===== config.mk =====
export PLATFORM = sky130hd
export DESIGN_NAME = lf_addsub
export DESIGN_NICKNAME = d
export VERILOG_FILES = /design/src/rtl/lf_pkg.sv /design/src/rtl/lf_adder.sv /design/src/rtl/lf_flaggen.sv /design/src/rtl/lf_flagreg.sv /design/src/rtl/lf_addsub.sv
export SDC_FILE = /design/constraint.sdc
export NUM_CORES = 1
export LEC_CHECK = 0
export BUFFER_PORTS_ARGS = -buffer_cell sky130_fd_sc_hd__buf_2
export CAP_MARGIN = 0
export CORE_ASPECT_RATIO = 1.75
export CORE_MARGIN = 5
export CORE_UTILIZATION = 40
export DETAILED_ROUTE_END_ITERATION = 16
export HOLD_SLACK_MARGIN = 0.06
export MAX_ROUTING_LAYER = met4
export PLACE_DENSITY = 0.8
export SYNTH_ARGS = -nofsm -noshare
export SYNTH_HDL_FRONTEND = slang
export SYNTH_SLANG_ARGS = --single-unit

===== constraint.sdc =====
create_clock -name clk -period 7.2 [get_ports clk]
set_input_delay 0.72 -clock clk [delete_from_list [all_inputs] [get_ports clk]]
set_output_delay 0.72 -clock clk [all_outputs]
set_load 0.02 [all_outputs]

===== src/rtl/lf_pkg.sv =====
package lf_pkg;

    // Bit position where the nibble carry is observed
    localparam int NIB_BIT  = 4;
    // Number of low result bits the parity covers
    localparam int PAR_BITS = 8;
    // Number of flags in the register
    localparam int NFLAGS   = 6;

    typedef enum logic {
        OP_ADD = 1'b0,
        OP_SUB = 1'b1
    } lf_op_e;

    // Packed order: neg is the top bit, par is bit 0
    typedef struct packed {
        logic neg;
        logic zero;
        logic carry;
        logic ovf;
        logic aux;
        logic par;
    } lf_flags_t;

    // Bits of the flag vector that belong to the legacy pair
    localparam logic [NFLAGS-1:0] LEGACY_MASK = 6'b000011;

    function automatic logic even_ones(input logic [PAR_BITS-1:0] v);
        return ~(^v);
    endfunction

endpackage


===== src/rtl/lf_adder.sv =====
module lf_adder
    import lf_pkg::*;
#(
    parameter int W = 32
) (
    input  logic [W-1:0] a,
    input  logic [W-1:0] b,
    input  lf_op_e       op,
    output logic [W-1:0] sum,
    output logic         cout,
    output logic         ovf,
    output logic         nib
);
    localparam int MSB = W - 1;

    logic [W-1:0] b_eff;
    logic         cin;
    logic [W-1:0] mix;

    always_comb begin
        b_eff = (op == OP_SUB) ? ~b : b;
        cin   = (op == OP_SUB);
        {cout, sum} = {1'b0, a} + {1'b0, b_eff} + {{W{1'b0}}, cin};
        ovf = (a[MSB] == b_eff[MSB]) && (sum[MSB] != a[MSB]);
        // Carry into bit 4 shows up as the xor of the three vectors there
        mix = a ^ b ^ sum;
        nib = mix[NIB_BIT];
    end

endmodule


===== src/rtl/lf_flaggen.sv =====
module lf_flaggen
    import lf_pkg::*;
#(
    parameter int W = 32
) (
    input  logic [W-1:0] sum,
    input  logic         cout,
    input  logic         ovf,
    input  logic         nib,
    input  lf_op_e       op,
    input  logic         compat,
    output lf_flags_t    flags
);
    always_comb begin
        flags.neg   = sum[W-1];
        flags.zero  = (sum == '0);
        // Subtract: native carry means "no borrow", compat carry means "borrow"
        if (op == OP_SUB && compat) flags.carry = ~cout;
        else                        flags.carry = cout;
        flags.ovf   = ovf;
        flags.aux   = compat ? nib : 1'b0;
        flags.par   = compat ? even_ones(sum[PAR_BITS-1:0]) : 1'b0;
    end

endmodule


===== src/rtl/lf_flagreg.sv =====
module lf_flagreg #(
    parameter int N = 6
) (
    input  logic         clk,
    input  logic         rst,
    input  logic [N-1:0] d,
    input  logic [N-1:0] en,
    output logic [N-1:0] q
);
    for (genvar i = 0; i < N; i++) begin : g_bit
        always_ff @(posedge clk) begin
            if (rst)        q[i] <= 1'b0;
            else if (en[i]) q[i] <= d[i];
        end
    end

endmodule


===== src/rtl/lf_addsub.sv =====
module lf_addsub
    import lf_pkg::*;
#(
    parameter int W = 32
) (
    input  logic         clk,
    input  logic         rst,
    input  logic [W-1:0] op_a,
    input  logic [W-1:0] op_b,
    input  logic         sub,
    input  logic         set_flags,
    input  logic         compat,
    output logic [W-1:0] result,
    output logic         aux_now,
    output logic         par_now,
    output logic         flg_n,
    output logic         flg_z,
    output logic         flg_c,
    output logic         flg_o,
    output logic         flg_aux,
    output logic         flg_par
);
    lf_op_e          op;
    logic            cout, ovf, nib;
    lf_flags_t       live;
    lf_flags_t       held;
    logic [NFLAGS-1:0] load_en;

    assign op = sub ? OP_SUB : OP_ADD;

    lf_adder #(.W(W)) u_add (
        .a    (op_a),
        .b    (op_b),
        .op   (op),
        .sum  (result),
        .cout (cout),
        .ovf  (ovf),
        .nib  (nib)
    );

    lf_flaggen #(.W(W)) u_gen (
        .sum    (result),
        .cout   (cout),
        .ovf    (ovf),
        .nib    (nib),
        .op     (op),
        .compat (compat),
        .flags  (live)
    );

    // Legacy bits load only when the compatibility mode is on
    always_comb begin
        for (int i = 0; i < NFLAGS; i++)
            load_en[i] = set_flags & (LEGACY_MASK[i] ? compat : 1'b1);
    end

    lf_flagreg #(.N(NFLAGS)) u_reg (
        .clk (clk),
        .rst (rst),
        .d   (live),
        .en  (load_en),
        .q   (held)
    );

    assign aux_now = live.aux;
    assign par_now = live.par;
    assign flg_n   = held.neg;
    assign flg_z   = held.zero;
    assign flg_c   = held.carry;
    assign flg_o   = held.ovf;
    assign flg_aux = held.aux;
    assign flg_par = held.par;


    zero_flag_chk: assert property (@(posedge clk) disable iff (rst)
        set_flags |=> (flg_z == ($past(result) == '0)));


    hold_flags_chk: assert property (@(posedge clk) disable iff (rst)
        !set_flags |=> $stable({flg_n, flg_z, flg_c, flg_o, flg_aux, flg_par}));


    legacy_hold_chk: assert property (@(posedge clk) disable iff (rst)
        (set_flags && !compat) |=> $stable({flg_aux, flg_par}));


    live_gate_chk: assert property (@(posedge clk) disable iff (rst)
        !compat |-> (!aux_now && !par_now));


    parity_flag_chk: assert property (@(posedge clk) disable iff (rst)
        (set_flags && compat) |=> (flg_par == ~(^$past(result[7:0]))));


    neg_flag_chk: assert property (@(posedge clk) disable iff (rst)
        set_flags |=> (flg_n == $past(result[W-1])));

endmodule


==> out/qor.csv, run 1 <==
metric;value;unit
root buffer cell;clkbuf_8;
Hold Startpoint;u_reg.q[0]$_SDFFE_PP0P_;
worst skew pair latency;0.22;ns
HP Class;flop to flop;
Period minus WS final;5.36;ns
total global routing track utilization;0.192;
DR iter-0 viols;132;
CTS Hold Bufs;0;
antenna violations before repair;0;
Peak VDD IR;0.0909;mV
fmax;187;MHz
Fillers;593;
simple logic cell fraction of the synthesized area;0.179;
drc violations;0;
XOR/XNOR Fraction of Synth Area;0.224;
die extent in x;69.8;um
clk buf depth;2;
Worst Setup Path Type;input pin to flop;
ys async rst share;0;
Setup crit start;sub;
area grow syn2layout;24.2;%
largest registers;u_reg.q (6);
vias in the first global route;2818;
max_slew headroom;0.385;
mean post-synth cell area;7.61;um^2
Leakage Power;1.55;nW
Final #Nets;536;
# setup viols final;0;
worst-path cell chain;buf_2, xor2_1, ha_1, nand2_1, nor3b_1, o211ai_1, nand2_1, xnor2_1, ha_1, nand4_1, or4_1, nor4_1, or4b_1, or4_1, or4_1, o31ai_1;
PortBufs;108;
final setup TNS;0;ns
cells after synthesis;329;
# diodes;0;
layout cells sized above 1;0.293;
total number of yosys warnings;0;
pin count of the biggest net entering global routing;35;
sequential area share after synthesis;0.0480;
crit-path max cell delay;0.69;ns
Post-synth EDFFs;0;
Biggest register;u_reg.q;
dpl hpwl;6.63;mm
cell area power density;205;mW/mm^2
Multi-input gate area;0.00226;mm^2
drt first pass iters;4;
CP startpoint kind;input pin;
Slew Viols, Final;0;
post-synthesis mux area share;0.0205;
RSZ-0062 raised after global routing;false;
clock power share;0.083;
max reg flops;6;
Die ar.;0.00800;mm^2
Final Cycle Share;0.745;
# Post-CTS Setup Buffers;0;
via/cell ratio;5.57;
Die H;115;um
Core Util, Final;0.507;
worst r2r src;u_reg.q[3]$_SDFFE_PP0P_;
Net Count, Synth;436;
CTS H-tree depth;1;
Clock transition at path regs;0.04;ns
Slowest cell on crit path;buf_2;
TritonCTS buffer count;3;
Pint;0.000285;W
largest family of logic cells by synthesized area;compound AO/OA/AOI/OAI gates;
Synth Area in Compound Gates;0.287;
GRT overflow;0;
Max-cap violations;0;
ys flop type;dfxtp_1;
Cell Rows;38;
Net Sw Power;0.000352;W
Post-Synth Adder-Cell Area;0.193;
worst slew pin tran;0.922;ns
vias after detailed routing;2823;
Top Ports;109;
#FFs+latches synth;6;
total clock sinks;6;
RePlAce Congestion;0.858;
Core ar.;0.00613;mm^2
Netlist Area Pre-Place;0.00250;mm^2
Switching Share;0.552;
CP Data Arrival Time;5.49;ns
Initial Util;0.408;
status;completed;
Critical Path Most Common Cell;or4_1;
Seq. cell area;120;um^2
combinational fraction of design power;0.853;
crit path max fanout;34;
CP Capture Type;flop;
first-pass GRT wire length;12.4;mm
Final Hold Violating Endpoints;0;
post-synth cell types;57;
clock skew;0;ns
CP required;7.33;ns
Post-Route WL;7.67;mm
wire length per cell;15.1;um
sequential power share;0.064;
CTS tree;done;
PostCTS Resize Cnt;0;
ANT nets after route;0;
-- cells by family (layout without fill, tap and decap cells) --
family          after synthesis  in the layout
buf+inv                      25            123
simple gates                 84             84
mux                           5              5
xor+xnor                     64             64
flops                         6              6
fa+ha+maj                    38             38
compound gates              107            107
-- cells in the mapped netlist (3+ instances only) --
cell      count  share of area
nand2_1      23          0.034
xnor2_1      19          0.066
mux2i_1       4          0.016
dfxtp_1       6          0.048
a211oi_1      3         0.0090
and4_1        4          0.014
nand3_1       6          0.012
inv_1        12          0.018
o21ai_1       5          0.010
o211a_1       3          0.012
nand2b_1      5          0.012
a31oi_1       5          0.012
a21oi_1      32          0.064
nor2_1       16          0.024
ha_1         37           0.18
o21a_1        5          0.015
o211ai_1      7          0.021
nand4_1       6          0.015
xor2_1       45           0.16
and2_1        3         0.0075
buf_1         3         0.0045
clkbuf_1      3         0.0045
o21ai_0      12          0.024
a21o_1       11          0.033
buf_4         5          0.015
or3_1         3         0.0075
o31ai_1       4          0.012
or4_1         4          0.012
and3_1        4          0.010
-- worst paths after layout --
check | to | cells past startpoint | slack [ns]
setup / recovery | u_reg.q[4]$_SDFFE_PP0P_ | 16 | 1.84
setup reg to reg | u_reg.q[3]$_SDFFE_PP0P_ | 2 | 6.22
hold / removal | u_reg.q[0]$_SDFFE_PP0P_ | 2 | 0.48
hold reg to reg | u_reg.q[0]$_SDFFE_PP0P_ | 2 | 0.48
-- through the flow --
| step | area (um^2) | power [W] | setup slack, ns | hold slack (ns) | cells |
|---|---|---|---|---|---|
| after global routing | 3110 | 0.000690 | 1.45 | 0.511 | 507 |
| after floorplan | 2500 | 0.000432 | 2.16 | 0.527 | 329 |
| after detailed placement | 3070 | 0.000585 | 1.62 | 0.475 | 504 |
| after global placement | 3070 | 0.000579 | 1.80 | 0.445 | 504 |
| final | 3110 | 0.000638 | 1.84 | 0.481 | 507 |
| after CTS | 3110 | 0.000641 | 1.83 | 0.480 | 507 |
-- critical path, delay by kind of cell --
kind | cells | cell delay (ns)
compound gates | 2 | 0.42
buf+inv | 1 | 0.69
fa+ha+maj | 2 | 0.57
simple gates | 9 | 2.77
xor+xnor | 2 | 0.30
-- placed cells by master (no fill, tap or decap), drive strengths merged, types with 5 or more instances in the layout --
master  netlist  routed
nand2b        5       5
inv          12      12
o211ai        7       7
a21oi        34      34
a21o         12      12
o21ai        17      17
xor2         45      45
dfxtp         6       6
buf          10     108
xnor2        19      19
a31oi         6       6
ha           37      37
nand3         6       6
nand4         6       6
nor2         16      16
nand2        23      23
o21a          5       5
-- routing by layer --
metal,up-vias,wire length [um],global-route usage
met4,0,115,0.0550
met1,1301,2770,0.189
li1,1417,-,-
met2,91,4390,0.382
met3,14,389,0.0237
met5,-,0,-
-- power by group through the flow --
stage / Sequential [W] / Combinational [W] / Clock, W
detailed placement: 0.0000413 / 0.000544 / 0
CTS: 0.0000409 / 0.000546 / 0.0000543
global route: 0.0000418 / 0.000593 / 0.0000559
finish: 0.0000408 / 0.000544 / 0.0000527
floorplan: 0.0000476 / 0.000384 / 0
global placement: 0.0000412 / 0.000538 / 0
-- layout make-up --
| class | instances | area share |
|---|---|---|
| tap | 80 | 0.0322 |
| timing repair buffer | 108 | 0.174 |
| clock buffer | 3 | 0.0133 |
| multi-input combinational | 298 | 0.728 |
| sequential | 6 | 0.0386 |
| inverter | 12 | 0.0145 |
Note: power is estimated with default switching activity, not from simulation.
==> run 2, diff against run 1 <==
- PLACE_DENSITY: 0.8 -> 0.83
- clock period: 7.2 -> 4.8 ns (I/O delays scaled with it)
==> run 2 against run 1 <==
Effect of this change:
- sequential share of layout area about the same
- largest power group unchanged
- sequential power up 51%
- non-clock buffer count up 4
- total power up 52%
- combinational power up 52%
- routed wire length up 3.2%
- design area up 1.1%
- critical path type unchanged
==> out/qor.csv, run 2 (synthesis gave the netlist of run 1 again) <==
metric;value;unit;change
via/cell ratio;5.69;;+2.1%
CTS H-tree depth;1;;unchanged
HP Class;flop to flop;;
cell area power density;308;mW/mm^2;+50%
most frequent cells in the layout;buf_2, xor2_1, ha_1;;
die extent in x;69.8;um;unchanged
CTS Hold Bufs;0;;unchanged
max_slew headroom;0.679;;+0.294
TritonCTS buffer count;3;;unchanged
final setup TNS;0;ns;unchanged
clock skew;0;ns;unchanged
CP required;4.93;ns;-2.40 ns
Multi-input gate area;0.00227;mm^2;+0.17%
antenna violations before repair;0;;unchanged
Final Cycle Share;0.945;;
# setup viols final;0;;unchanged
Clock transition at path regs;0.04;ns;about the same
RePlAce Congestion;0.941;;+9.6%
crit path max fanout;7;;-79%
GRT overflow;0;;unchanged
Worst Setup Path Type;input pin to flop;;
drt first pass iters;4;;unchanged
Seq. cell area;120;um^2;unchanged
DR iter-0 viols;147;;+11%
Post-Route WL;7.91;mm;+3.2%
CP startpoint kind;input pin;;
status;completed;;
worst slew pin tran;0.478;ns;-0.444 ns
Die ar.;0.00800;mm^2;unchanged
Max-cap violations;0;;unchanged
Fillers;595;;+0.34%
worst skew pair latency;0.22;ns;about the same
Slew Viols, Final;0;;unchanged
fmax;221;MHz;
PortBufs;108;;unchanged
ANT nets after route;0;;unchanged
total clock sinks;6;;unchanged
drc violations;0;;unchanged
vias in the first global route;2908;;+3.2%
met1 WL;2.78;mm;+0.25%
Biggest register;u_reg.q;;
Leakage Power;1.57;nW;+1.3%
met2 WL;4.36;mm;-0.66%
clk buf depth;2;;unchanged
CTS tree;done;;
# diodes;0;;unchanged
uppermost layer routed;met4;;
Initial Util;0.408;;unchanged
Die H;115;um;unchanged
met3 wire length;403;um;+3.6%
first-pass GRT wire length;12.4;mm;about the same
RSZ-0062 raised after global routing;false;;
CP Capture Type;flop;;
largest registers;u_reg.q (6);;
setup slack after layout;0.265;ns;-1.57 ns
total power;0.000968;W;+52%
CP Data Arrival Time;4.66;ns;-0.83 ns
Peak VDD IR;0.124;mV;+37%
DP Worst Slack;0.0746;ns;-1.54 ns
wire length per cell;15.5;um;+2.3%
vias after detailed routing;2906;;+2.9%
Final #Nets;540;;+0.75%
total global routing track utilization;0.190;;-0.00123
Cell Rows;38;;unchanged
area grow syn2layout;25.5;%;
R2R setup slack;3.79;ns;-2.43 ns
Top Ports;109;;unchanged
max reg flops;6;;unchanged
layout cells sized above 1;0.302;;+0.00888
pin count of the biggest net entering global routing;17;;-51%
dpl hpwl;6.80;mm;+2.6%
most common cell after layout, fill and taps aside;buf_2;;
Period minus WS final;4.53;ns;
root buffer cell;clkbuf_8;;
Core ar.;0.00613;mm^2;unchanged
Final Hold Violating Endpoints;0;;unchanged
[run 2: changes by cell type in the layout (fill, tap and decap cells not counted), sizes merged]
cell  before  now
buf      108  112
[run 2: power by group]
| group | total, W | internal [W] | switching [W] |
|---|---|---|---|
| Sequential | 0.0000616 | 0.0000579 | 0.00000371 |
| Clock | 0.0000770 | 0.0000540 | 0.0000230 |
| Combinational | 0.000829 | 0.000321 | 0.000508 |
[run 2: worst max-delay path: stages]
cell and delay (ns):
buf_2 0.16, xor2_1 0.17, ha_1 0.33, a21oi_1 0.23
o21ai_0 0.17, o211ai_1 0.25, nand2_1 0.11, xnor2_1 0.21
ha_1 0.18, nand4_1 0.08, or4_1 0.40, nor4_1 0.22
or4b_1 0.45, or4_1 0.51, or4_1 0.48, o31ai_1 0.24
[run 2: cell type report]
| type | instances | share of cell area |
|---|---|---|
| multi-input cells | 298 | 0.721 |
| repair buffers | 112 | 0.182 |
| flip-flops and latches | 6 | 0.0382 |
| well taps | 80 | 0.0318 |
| inverters | 12 | 0.0143 |
| clock buffers | 3 | 0.0131 |
[run 2: repair_timing]
action	CTS	global route
setup endpoints to repair	0	1
resized for setup	0	1
setup buffers	0	0
[run 2: through the flow]
step,utilization,hold slack (ns),instances,area (um^2)
2_1_floorplan,-,0.527,329,2500
3_3_place_gp,0.505,0.444,508,3100
3_5_place_dp,0.505,0.451,508,3100
4_1_cts,0.512,0.473,511,3140
5_1_grt,0.512,0.488,511,3140
6_report,0.512,0.472,511,3140
[run 2: metal layers]
| metal | GRT usage | vias up |
|---|---|---|
| met5 | - | - |
| met4 | 0.0946 | 0 |
| met3 | 0.0237 | 36 |
| met2 | 0.373 | 119 |
| met1 | 0.177 | 1330 |
| li1 | - | 1421 |
[run 2: path summary, 6_finish.rpt]
check | start | to | cells after the start
min reg2reg | u_reg.q[0]$_SDFFE_PP0P_ | u_reg.q[0]$_SDFFE_PP0P_ | 2
min | u_reg.q[0]$_SDFFE_PP0P_ | u_reg.q[0]$_SDFFE_PP0P_ | 2
max reg2reg | u_reg.q[3]$_SDFFE_PP0P_ | u_reg.q[3]$_SDFFE_PP0P_ | 2
max | sub | u_reg.q[4]$_SDFFE_PP0P_ | 16
==> run 3, diff against run 2 <==
--- a/config.mk
+++ b/config.mk
@@ -9,5 +9,5 @@
 export CAP_MARGIN = 0
 export CORE_ASPECT_RATIO = 1.75
-export CORE_MARGIN = 5
+export CORE_MARGIN = 2
 export CORE_UTILIZATION = 40
 export DETAILED_ROUTE_END_ITERATION = 16
==> constraint.sdc (replaced) <==
create_clock -name clk -period 4.8 [get_ports clk]
set_input_delay 0.96 -clock clk [delete_from_list [all_inputs] [get_ports clk]]
set_output_delay 0.96 -clock clk [all_outputs]
set_load 0.02 [all_outputs]
==> run 3 against run 2 <==
Effect of this change:
- count of clock-buffer cells in the layout is the same
- worst hold slack lost 0.015 ns
- clock power is 2% higher
- sequential power is essentially flat
- sequential cell count unchanged
- combinational power up 28%
- total power rose by 24%
- design area is 25% higher
- global-route usage rose by 5.8 points
- utilization rose by 13 points
- critical path type unchanged
- critical endpoint unchanged
- highest routed layer unchanged
==> out/qor.csv, run 3 (synthesis gave the netlist of run 1 again) <==
metric;value;unit;change
CP required;4.94;ns;about the same
reg2reg end;u_reg.q[3]$_SDFFE_PP0P_;;
Clock transition at path regs;0.04;ns;about the same
Fillers;537;;-9.7%
total clock sinks;6;;unchanged
worst slew pin tran;0.346;ns;-0.132 ns
clk buf depth;2;;unchanged
setup slack after layout;0.0745;ns;-0.191 ns
CTS tree;done;;
Biggest register;u_reg.q;;
crit path max fanout;6;;-1
status;completed;;
antenna violations before repair;0;;unchanged
pin count of the biggest net entering global routing;14;;-3
dpl hpwl;7.42;mm;+9.1%
DP Worst Slack;-0.196;ns;-0.270 ns
CP startpoint kind;input pin;;
most frequent cells in the layout;buf_2, buf_4, xor2_1;;
via/cell ratio;5.38;;-5.4%
Post-Route WL;8.63;mm;+9.0%
Period minus WS final;4.73;ns;+0.191 ns
Worst Hold Depth;2;;unchanged
largest registers;u_reg.q (6);;
Worst Setup Path Type;input pin to flop;;
root buffer cell;clkbuf_8;;
wire length per cell;14.5;um;-6.2%
# setup viols final;0;;unchanged
Leakage Power;2.02;nW;+29%
RSZ-0062 raised after global routing;true;;
CP endpoint;u_reg.q[4]$_SDFFE_PP0P_;;
total global routing track utilization;0.249;;+0.0582
layout cells sized above 1;0.457;;+0.156
ANT nets after route;0;;unchanged
area grow syn2layout;57.0;%;
Cell Rows;38;;unchanged
first-pass GRT wire length;13.7;mm;+9.8%
Final Hold Violating Endpoints;0;;unchanged
CP Capture Type;flop;;
R2R setup slack;3.83;ns;+0.04 ns
Top Ports;109;;unchanged
# diodes;0;;unchanged
CP Data Arrival Time;4.87;ns;+0.21 ns
max_slew headroom;0.764;;+0.0842
Final Cycle Share;0.984;;+0.0398
drc violations;0;;unchanged
final hold slack;0.456;ns;-0.0153 ns
fmax;212;MHz;-4.0%
Die H;109;um;-5.2%
Peak VDD IR;0.176;mV;+42%
drt first pass iters;4;;unchanged
Slew Viols, Final;0;;unchanged
worst r2r src;u_reg.q[3]$_SDFFE_PP0P_;;
PortBufs;108;;unchanged
DR iter-0 viols;152;;+3.4%
Max-cap violations;0;;unchanged
cell area power density;306;mW/mm^2;-0.67%
max reg flops;6;;unchanged
clock skew;0;ns;unchanged
CTS Hold Bufs;0;;unchanged
Final #Nets;623;;+15%
Initial Util;0.408;;unchanged
TritonCTS buffer count;3;;unchanged
vias in the first global route;3254;;+12%
die extent in x;63.8;um;-8.6%
most common cell after layout, fill and taps aside;buf_2;;
r2r worst-path depth;2;;unchanged
final setup TNS;0;ns;unchanged
worst skew pair latency;0.22;ns;about the same
Setup crit start;sub;;
CTS H-tree depth;1;;unchanged
HP Class;flop to flop;;
Core ar.;0.00613;mm^2;unchanged
vias after detailed routing;3194;;+9.9%
RePlAce Congestion;0.987;;+5.0%
Die ar.;0.00693;mm^2;-13%
GRT overflow;0;;unchanged
run 3: final cells by class:
type,count,area [um^2],share of cell area
clock buffers,3,41.3,0.0105
inverters,12,45.0,0.0115
multi-input cells,298,2400,0.610
flip-flops and latches,6,120,0.0306
well taps,80,100,0.0255
repair buffers,195,1230,0.312
run 3: stage by stage:
step / std cells / total power (W) / instance area (um^2) / utilization
final: 594 / 0.00120 / 3930 / 0.641
after global routing: 594 / 0.00129 / 3930 / 0.641
after CTS: 591 / 0.00116 / 3820 / 0.622
after detailed placement: 586 / 0.00107 / 3750 / 0.611
after global placement: 586 / 0.00105 / 3750 / 0.611
after floorplan: 329 / 0.000662 / 2570 / -
run 3: where the power goes:
group / leakage (nW) / switching, W / internal (W)
clock network: 0.0216 / 0.0000241 / 0.0000541
registers: 0.0491 / 0.00000352 / 0.0000578
logic: 1.95 / 0.000569 / 0.000493
run 3: layer usage:
layer,global-route usage,wire length [um],share of wire,up-vias
met5,-,0,0,-
met2,0.519,5160,0.60,98
met1,0.214,2940,0.34,1490
li1,-,-,-,1583
met3,0.0175,261,0.030,23
met4,0.115,265,0.031,0
run 3: repair_timing:
item / 4_1_cts / 5_1_grt
setup endpoints to repair: 2 / 6
resized for setup: 3 / 20
pin swaps: 2 / 15
buffers inserted: 2 / 3
run 3: how the worst min path moves through the flow:
stage,slack (ns),start,end
2_1_floorplan,0.53,u_reg.q[0]$_SDFFE_PP0P_,u_reg.q[0]$_SDFFE_PP0P_
3_3_place_gp,0.44,u_reg.q[0]$_SDFFE_PP0P_,u_reg.q[0]$_SDFFE_PP0P_
3_5_place_dp,0.45,u_reg.q[0]$_SDFFE_PP0P_,u_reg.q[0]$_SDFFE_PP0P_
4_1_cts,0.45,u_reg.q[0]$_SDFFE_PP0P_,u_reg.q[0]$_SDFFE_PP0P_
5_1_grt,0.50,u_reg.q[0]$_SDFFE_PP0P_,u_reg.q[0]$_SDFFE_PP0P_
6_report,0.46,u_reg.q[0]$_SDFFE_PP0P_,u_reg.q[0]$_SDFFE_PP0P_
run 3: worst max-delay path, stage by stage:
cell and delay [ns]:
buf_4 0.15, buf_12 0.13, xor2_1 0.15, ha_1 0.29, buf_4 0.15, o211ai_1 0.26, o21ai_1 0.13, xnor2_1 0.25
ha_2 0.20, nand4_1 0.08, or4_1 0.46, nor4_1 0.15, or4b_1 0.44, or4_1 0.40, or4_4 0.43, o31ai_2 0.22
